**config.mk**
```make
export PLATFORM = sky130hd
export DESIGN_NAME = uart_hwflow
export DESIGN_NICKNAME = d
export VERILOG_FILES = /design/src/rtl/uart_hwflow_pkg.sv /design/src/rtl/hwflow_cts_sync.sv /design/src/rtl/hwflow_rx_rts.sv /design/src/rtl/hwflow_tx_gate.sv /design/src/rtl/uart_hwflow.sv
export SDC_FILE = /design/constraint.sdc
export NUM_CORES = 1
export LEC_CHECK = 0
export BUFFER_PORTS_ARGS = -buffer_cell sky130_fd_sc_hd__buf_2
export CORE_MARGIN = 2
export CORE_UTILIZATION = 40
export DETAILED_ROUTE_END_ITERATION = 8
export SLEW_MARGIN = 20
export SYNTH_ARGS = -nofsm -noshare
export SYNTH_HDL_FRONTEND = slang
export SYNTH_SLANG_ARGS = --single-unit
```
**constraint.sdc**
```tcl
create_clock -name clk -period 1.1 [get_ports clk]
set_input_delay 0.22 -clock clk [delete_from_list [all_inputs] [get_ports clk]]
set_output_delay 0.22 -clock clk [all_outputs]
set_load 0.02 [all_outputs]
```
**src/rtl/uart_hwflow_pkg.sv**
```systemverilog
package uart_hwflow_pkg;

  // Fill count at which the trigger interrupt fires, per table index.
  function automatic int unsigned trig_level(input int unsigned depth, input logic [1:0] sel);
    case (sel)
      2'd0:    return 1;
      2'd1:    return depth / 4;
      2'd2:    return depth / 2;
      default: return depth - 2;
    endcase
  endfunction

  // Fill count at which RTS is withdrawn: next entry up, full for the top entry.
  function automatic int unsigned halt_level(input int unsigned depth, input logic [1:0] sel);
    if (sel == 2'd3) return depth;
    return trig_level(depth, sel + 2'd1);
  endfunction

  // Highest fill count at which RTS is granted again: below the next entry down.
  function automatic int unsigned release_level(input int unsigned depth, input logic [1:0] sel);
    if (sel == 2'd0) return 0;
    return trig_level(depth, sel - 2'd1) - 1;
  endfunction

endpackage

```
**src/rtl/hwflow_cts_sync.sv**
```systemverilog
module hwflow_cts_sync #(
  parameter int STAGES = 2
) (
  input  logic clk,
  input  logic rst_n,
  input  logic d_in,
  output logic d_out
);
  logic [STAGES-1:0] stage_q;

  generate
    for (genvar i = 0; i < STAGES; i++) begin : g_stage
      always_ff @(posedge clk or negedge rst_n) begin
        if (!rst_n) stage_q[i] <= 1'b1;   // deasserted CTS until proven otherwise
        else if (i == 0) stage_q[i] <= d_in;
        else stage_q[i] <= stage_q[(i == 0) ? 0 : i-1];
      end
    end
  endgenerate

  assign d_out = stage_q[STAGES-1];
endmodule

```
**src/rtl/hwflow_rx_rts.sv**
```systemverilog
module hwflow_rx_rts
  import uart_hwflow_pkg::*;
#(
  parameter int DEPTH = 16,
  parameter int LW    = $clog2(DEPTH+1)
) (
  input  logic          clk,
  input  logic          rst_n,
  input  logic          auto_en,
  input  logic          req,
  input  logic [1:0]    sel,
  input  logic [LW-1:0] level,
  output logic          rts_n,
  output logic          irq
);
  logic [LW-1:0] trig_lvl, halt_lvl, rel_lvl;
  logic          hit_upper, hit_lower, hit_trig;
  logic          halted_q, irq_q, aged_q;

  assign trig_lvl  = LW'(trig_level(DEPTH, sel));
  assign halt_lvl  = LW'(halt_level(DEPTH, sel));
  assign rel_lvl   = LW'(release_level(DEPTH, sel));

  assign hit_upper = level >= halt_lvl;
  assign hit_lower = level <= rel_lvl;
  assign hit_trig  = level >= trig_lvl;

  always_ff @(posedge clk or negedge rst_n) begin
    if (!rst_n) begin
      halted_q <= 1'b0;
      irq_q    <= 1'b0;
      aged_q   <= 1'b0;
    end else begin
      aged_q <= 1'b1;
      irq_q  <= auto_en & hit_trig;
      if (!auto_en)       halted_q <= 1'b0;
      else if (hit_upper) halted_q <= 1'b1;
      else if (hit_lower) halted_q <= 1'b0;
    end
  end

  // Software must request RTS before the automatic stop has any say.
  assign rts_n = ~req | (auto_en & halted_q);
  assign irq   = irq_q;

  a_r2_irq_on_trigger: assert property (@(posedge clk) disable iff (!rst_n)
    (aged_q && $past(auto_en && hit_trig)) |-> irq);
  a_r7_no_irq_when_off: assert property (@(posedge clk) disable iff (!rst_n)
    (aged_q && !$past(auto_en)) |-> !irq);
  a_r3_stop_at_upper: assert property (@(posedge clk) disable iff (!rst_n)
    (aged_q && $past(auto_en && hit_upper) && auto_en && req) |-> rts_n);
  a_r4_go_at_lower: assert property (@(posedge clk) disable iff (!rst_n)
    (aged_q && $past(hit_lower) && req) |-> !rts_n);
  a_r5_hold_between: assert property (@(posedge clk) disable iff (!rst_n)
    (aged_q && $past(auto_en) && $past(!hit_upper && !hit_lower)) |-> halted_q == $past(halted_q));
  a_r6_no_req_high: assert property (@(posedge clk) disable iff (!rst_n)
    !req |-> rts_n);
endmodule

```
**src/rtl/hwflow_tx_gate.sv**
```systemverilog
module hwflow_tx_gate (
  input  logic clk,
  input  logic rst_n,
  input  logic auto_en,
  input  logic cts_sync_n,
  input  logic tx_req,
  input  logic tx_busy,
  output logic tx_start
);
  logic paused;

  assign paused   = auto_en & cts_sync_n;
  assign tx_start = tx_req & ~tx_busy & ~paused;

  a_r9_never_while_busy: assert property (@(posedge clk) disable iff (!rst_n)
    tx_busy |-> !tx_start);
  a_r9_needs_request: assert property (@(posedge clk) disable iff (!rst_n)
    !tx_req |-> !tx_start);
endmodule

```
**src/rtl/uart_hwflow.sv**
```systemverilog
module uart_hwflow
  import uart_hwflow_pkg::*;
#(
  parameter int DEPTH       = 16,
  parameter int SYNC_STAGES = 2,
  localparam int LW         = $clog2(DEPTH+1)
) (
  input  logic          clk,
  input  logic          rst_n,
  input  logic          auto_rts_en,
  input  logic          auto_cts_en,
  input  logic          rts_req,
  input  logic [1:0]    trig_sel,
  input  logic [LW-1:0] rx_level,
  input  logic          cts_n,
  input  logic          tx_req,
  input  logic          tx_busy,
  output logic          rts_n,
  output logic          trig_irq,
  output logic          tx_start
);
  logic       cts_sync_n;
  logic [1:0] age_q;

  hwflow_rx_rts #(.DEPTH(DEPTH), .LW(LW)) u_rx (
    .clk(clk), .rst_n(rst_n), .auto_en(auto_rts_en), .req(rts_req),
    .sel(trig_sel), .level(rx_level), .rts_n(rts_n), .irq(trig_irq)
  );

  hwflow_cts_sync #(.STAGES(SYNC_STAGES)) u_sync (
    .clk(clk), .rst_n(rst_n), .d_in(cts_n), .d_out(cts_sync_n)
  );

  hwflow_tx_gate u_tx (
    .clk(clk), .rst_n(rst_n), .auto_en(auto_cts_en), .cts_sync_n(cts_sync_n),
    .tx_req(tx_req), .tx_busy(tx_busy), .tx_start(tx_start)
  );

  always_ff @(posedge clk or negedge rst_n) begin
    if (!rst_n) age_q <= 2'd0;
    else if (age_q != 2'd2) age_q <= age_q + 2'd1;
  end

  // With two stages, the pin value two edges back is what gates starts now.
  a_r8_cts_pauses: assert property (@(posedge clk) disable iff (!rst_n)
    (SYNC_STAGES == 2 && age_q == 2'd2 && auto_cts_en && $past(cts_n, 2)) |-> !tx_start);
  a_r10_cts_ignored: assert property (@(posedge clk) disable iff (!rst_n)
    (!auto_cts_en && tx_req && !tx_busy) |-> tx_start);
endmodule

```
Yosys cells after proc, flatten, opt, wreduce, memory -nomap -nowiden
Cells that the tools add are included.
{"block": "totals", "register_bits": 4, "in_bits": 15, "out_inout_bits": 3, "wordCells": 42}
{"block": "op_classes", "add_sub_neg": 3, "order_cmp": 3, "n_eq_ne": 8, "mux": 12, "n_bitwise": 9, "reduce_logical": 3}
{"operator": "$pmux 4 s3", "count": 3}
{"operator": "$mux 5", "count": 4}
{"operator": "$eq 2x2->1 const B", "count": 4}
{"operator": "$eq 2x1->1 const B", "count": 3}
{"operator": "$logic_not 2->1", "count": 3}
{"operator": "$and 1x1->1", "count": 5}
{"operator": "$ge 5x4->1", "count": 1}
{"operator": "$ge 5x5->1", "count": 1}
{"operator": "$le 5x5->1", "count": 1}
{"operator": "$mux 1", "count": 5}
{"operator": "$sub 5x1->5 const B", "count": 1}
{"operator": "$ne 3x1->1 const B", "count": 1}
{"operator": "$not 1->1", "count": 3}
{"operator": "$add 2x1->2 const B", "count": 1}
{"operator": "$sub 2x1->2 const B", "count": 1}
{"operator": "$or 1x1->1", "count": 1}

Logic depth before layout (Yosys ltp)
{"block": "depth", "word_depth": 10, "ltp_mapped": 8}

By module
A second synthesis with hierarchy kept.
{"block": "hier_totals", "cells_unflattened": 61, "area_unflattened_um2": 555.5}
{"mod": "hwflow_rx_rts", "n_inst": 1, "cells_each": 57, "area_per_inst_um2": 486.7, "seq_area_each_um2": 50.0}
{"mod": "hwflow_cts_sync", "n_inst": 1, "cells_each": 2, "area_per_inst_um2": 52.6, "seq_area_each_um2": 52.6}
{"mod": "hwflow_tx_gate", "n_inst": 1, "cells_each": 2, "area_per_inst_um2": 16.3, "seq_area_each_um2": 0.0}

Worst setup path after synthesis
Ideal clock, no wire load.
{"block": "synth_timing", "path_type": "input port to flip-flop", "start": "input port trig_sel[1]", "end": "register u_rx.halted_q", "arrival_ns": 1.711, "required_ns": 0.979, "slack_ns": -0.732, "stages": 8, "n_path_buf": 0, "cell_sequence": "inv_1 -> ha_1 -> or3b_1 -> ha_1 -> nand4_1 -> nor2_1 -> a211o_1 -> a22o_1"}
{"block": "synth_between", "elab_chain_len": 8, "word_cells_on_any_way": 24}
{"element": "start, declared", "line": "uart_hwflow.sv:13", "rtl": "input logic [1:0] trig_sel,"}
{"element": "$sub 2x1->2", "line": "uart_hwflow_pkg.sv:22", "rtl": "return trig_level(depth, sel - 2'd1) - 1;"}
{"element": "$eq 2x2->1, or another cell as far along", "line": "uart_hwflow_pkg.sv:5", "rtl": "case (sel)"}
{"element": "$pmux 4 s3", "line": "uart_hwflow_pkg.sv:5"}
{"element": "$mux 5", "line": "uart_hwflow_pkg.sv:22"}
{"element": "$sub 5x1->5", "line": "uart_hwflow_pkg.sv:22"}
{"element": "$mux 5", "line": "uart_hwflow_pkg.sv:22"}
{"element": "$le 5x5->1", "line": "hwflow_rx_rts.sv:25", "rtl": "assign hit_lower = level <= rel_lvl;"}
{"element": "$ne 3x1->1 (no source line)"}
{"element": "end signal, assigned", "line": "hwflow_rx_rts.sv:30", "rtl": "halted_q <= 1'b0;"}
{"element": "end signal, assigned", "line": "hwflow_rx_rts.sv:36", "rtl": "if (!auto_en) halted_q <= 1'b0;"}
{"element": "end signal, assigned", "line": "hwflow_rx_rts.sv:37", "rtl": "else if (hit_upper) halted_q <= 1'b1;"}
{"element": "end, declared", "line": "hwflow_rx_rts.sv:18", "rtl": "logic halted_q, irq_q, aged_q;"}
Several ways; a longest one is shown, not always the timed one. The select of a mux whose other input is x is not followed.
A chain may end at the register's enable or synchronous reset.

Worst setup path after layout
Ends and elaborated chain as after synthesis.

==> metrics <==
CP most frequent cell ha_4; Pleak 0.521 nW; Setup Skew 0.000162 ns; TritonCTS Buffers 3; htree depth 1; Synth top area share 0.450; Worst R2R Start u_rx.halted_q$_DFFE_PN0P_; Worst path max stage delay 0.40 ns; internal power 0.000478 W; Seq pwr share 0.237; post-layout util 0.786; Startpoint Class input port; RSZ-0062 raised after global routing yes; pre-CTS setup slack -0.904 ns; drt drc 0; most numerous cell in the Yosys netlist ha_1; critical path peak fanout 4; Yosys reg bits 4; I/O Buffers 17; crit path DAT 1.75 ns; failing checks negative setup slack; layout cells sized above 1 0.584; number of diodes 0; placed insts 108; ys flop type dfstp_2; crit-path cells buf_12 -> inv_12 -> ha_4 -> or3b_4 -> ha_4 -> nand4_1 -> buf_4 -> nor2_2 -> nor2_1 -> a22o_1; DP HPWL 1050 um; mean routed wirelength per cell 13.2 um; worst setup margin -0.531 ns; leading area contributor after synthesis ha_1; Die ar. 0.00178 mm^2; core area 0.00133 mm^2; worst min path class input port to flop; initial antenna violation count 0; CTS tree built; Crit. Startpoint trig_sel[1]; # IOs 18; sequential fraction of the synthesis area 0.176; Area Overhead vs Synth 79.4%; Post-Syn Instances 62; Req. time, crit path 1.22 ns; Tot GR Track Use 0.190; vias per cell 4.88; hold path start cts_n; DRT Pass-1 Iters 4; synthesized area per cell 9.42 um^2; status finished, violations left; non-filler instance count after layout 116; Unique masters post-synth 23; yosys warns 0; Slew Limit Fails 0; total wire length 1530 um; RePlAce Congestion 0.767; Sw Share 0.323; Final ANT Viol Nets 0; Syn Nets 98; final cycle utilization of the critical path 1.48; Root Buffer clkbuf_4; Syn Std Cell Area 584 um^2; clk sinks 4; max cap viols 0; Post-synth EDFFs 0; Clk Latency, worst-skew pair 0.24 ns; hold_ws 0.0840 ns; vias in the first global route 584; Die X 42.2 um; setup violators final 3; Final Power 0.000706 W; first-pass GRT wire length 2480 um; Synth area leaders ha_1 45%, dfstp_2 9.0%, dfrtp_1 8.6%; starting density of the core 0.438; Power Dens Cells 673 mW/mm^2; Die Span Y 42.2 um; Min Clock Period, post-route 1.63 ns; max frequency 613 MHz; crit end category flop; slowest CP cell or3b_4; layout net count 139; num rows 13; Clk pwr share 0.262; number of DRC markers in iteration 0 2; largest net degree at the start of global routing 6; Max rail drop VDD 0.000613 V; vias 566; Final Hold Fails 0; GR Overflow Total 0; crit path kind input port to flop; Psw 0.000228 W; maximum clock path buffer count 2; Async SR Flop Fraction 1.00; combinational share of power 0.501; top cells by count, synth 21 x ha_1, 9 x inv_1, 5 x nor2_1, 4 x nand2_1; Worst-path clk slew 0.04 ns
-- critical path: cells and delay by family --
family / cells / cell delay [ns]
AOI/OAI and AO/OA: 1 / 0.22
and+or+nand+nor: 4 / 0.61
buffers and inverters: 3 / 0.29
adders and majority gates: 2 / 0.40
-- final timing paths --
kind | endpoint | slack, ns | cells past startpoint
worst max-delay path | u_rx.halted_q$_DFFE_PN0P_ | -0.53 | 10
worst min-delay path | u_sync.stage_q[0]$_DFF_PN1_ | 0.08 | 1
worst max register to register | u_rx.halted_q$_DFFE_PN0P_ | 0.28 | 3
worst min register to register | u_sync.d_out$_DFF_PN1_ | 0.35 | 0
max in group asynchronous | u_sync.stage_q[0]$_DFF_PN1_ | 0.57 | 2
min in group asynchronous | u_rx.halted_q$_DFFE_PN0P_ | 0.33 | 2
-- placed cells by master (no fill, tap or decap), drive strengths merged --
cell type    instances
buf                 35
ha                  21
inv                  9
nor2                 5
nand2                4
clkbuf               3
a21oi                2
dfrtp                2
dfstp                2
o21ai                2
or3b                 1
nor2b                1
a21boi               1
nor3                 1
o31ai                1
a211oi               1
nand3                1
nand4                1
a211o                1
nand2b               1
a2111oi              1
o21a                 1
o21bai               1
a22o                 1
conb                 1
dlygate4sd3          1
-- registers in the layout, summed over array words and instances (netlist names) --
register and flops:
u_sync.stage_q 1, u_rx.irq 1, u_sync.d_out 1, u_rx.halted_q 1
-- layout make-up --
class / count / area (um^2)
repair buffers: 36 / 284
well taps: 15 / 18.8
clock buffers: 3 / 22.5
flip-flops and latches: 4 / 103
fillers: 88 / 285
inverters: 9 / 53.8
multi-input cells: 49 / 567
-- per-layer routing --
layer / vias up / wire length, um / track usage / part of all wire
li1: 294 / - / - / -
met1: 255 / 718 / 0.230 / 0.47
met2: 17 / 738 / 0.308 / 0.48
met3: 0 / 71 / 0.0862 / 0.046
met4: 0 / 0 / 0.0375 / 0
met5: - / 0 / 0 / 0
-- timing repair --
action,4_1_cts,5_1_grt
endpoints found under the setup margin,4,4
hold endpoints to repair,4,0
hold buffers,1,0
resized for setup,23,10
cloned,0,0
buffers inserted,4,0
pin swaps,12,5
-- power groups by stage --
stage                     clock (W)  sequential (W)  combinational, W
after detailed placement          0        0.000168          0.000271
after global placement            0        0.000167          0.000265
after CTS                  0.000192        0.000167          0.000324
after global routing       0.000212        0.000168          0.000395
final                      0.000185        0.000167          0.000354
after floorplan                   0        0.000173          0.000147
-- cells by family after synthesis --
group	synth area share
adders and majority gates	0.450
and+or+nand+nor	0.135
AOI/OAI and AO/OA	0.176
buffers and inverters	0.0578
DFF	0.176
other	0.00642
-- per-stage QoR --
step           setup TNS [ns]  cell area [um^2]
6_report               -0.903              1050
3_3_place_gp            -1.48               838
3_5_place_dp            -1.55               838
2_1_floorplan          -0.650               629
5_1_grt                 -1.08              1050
4_1_cts                -0.888               991
No activity file was read; power rests on OpenSTA's default activity.
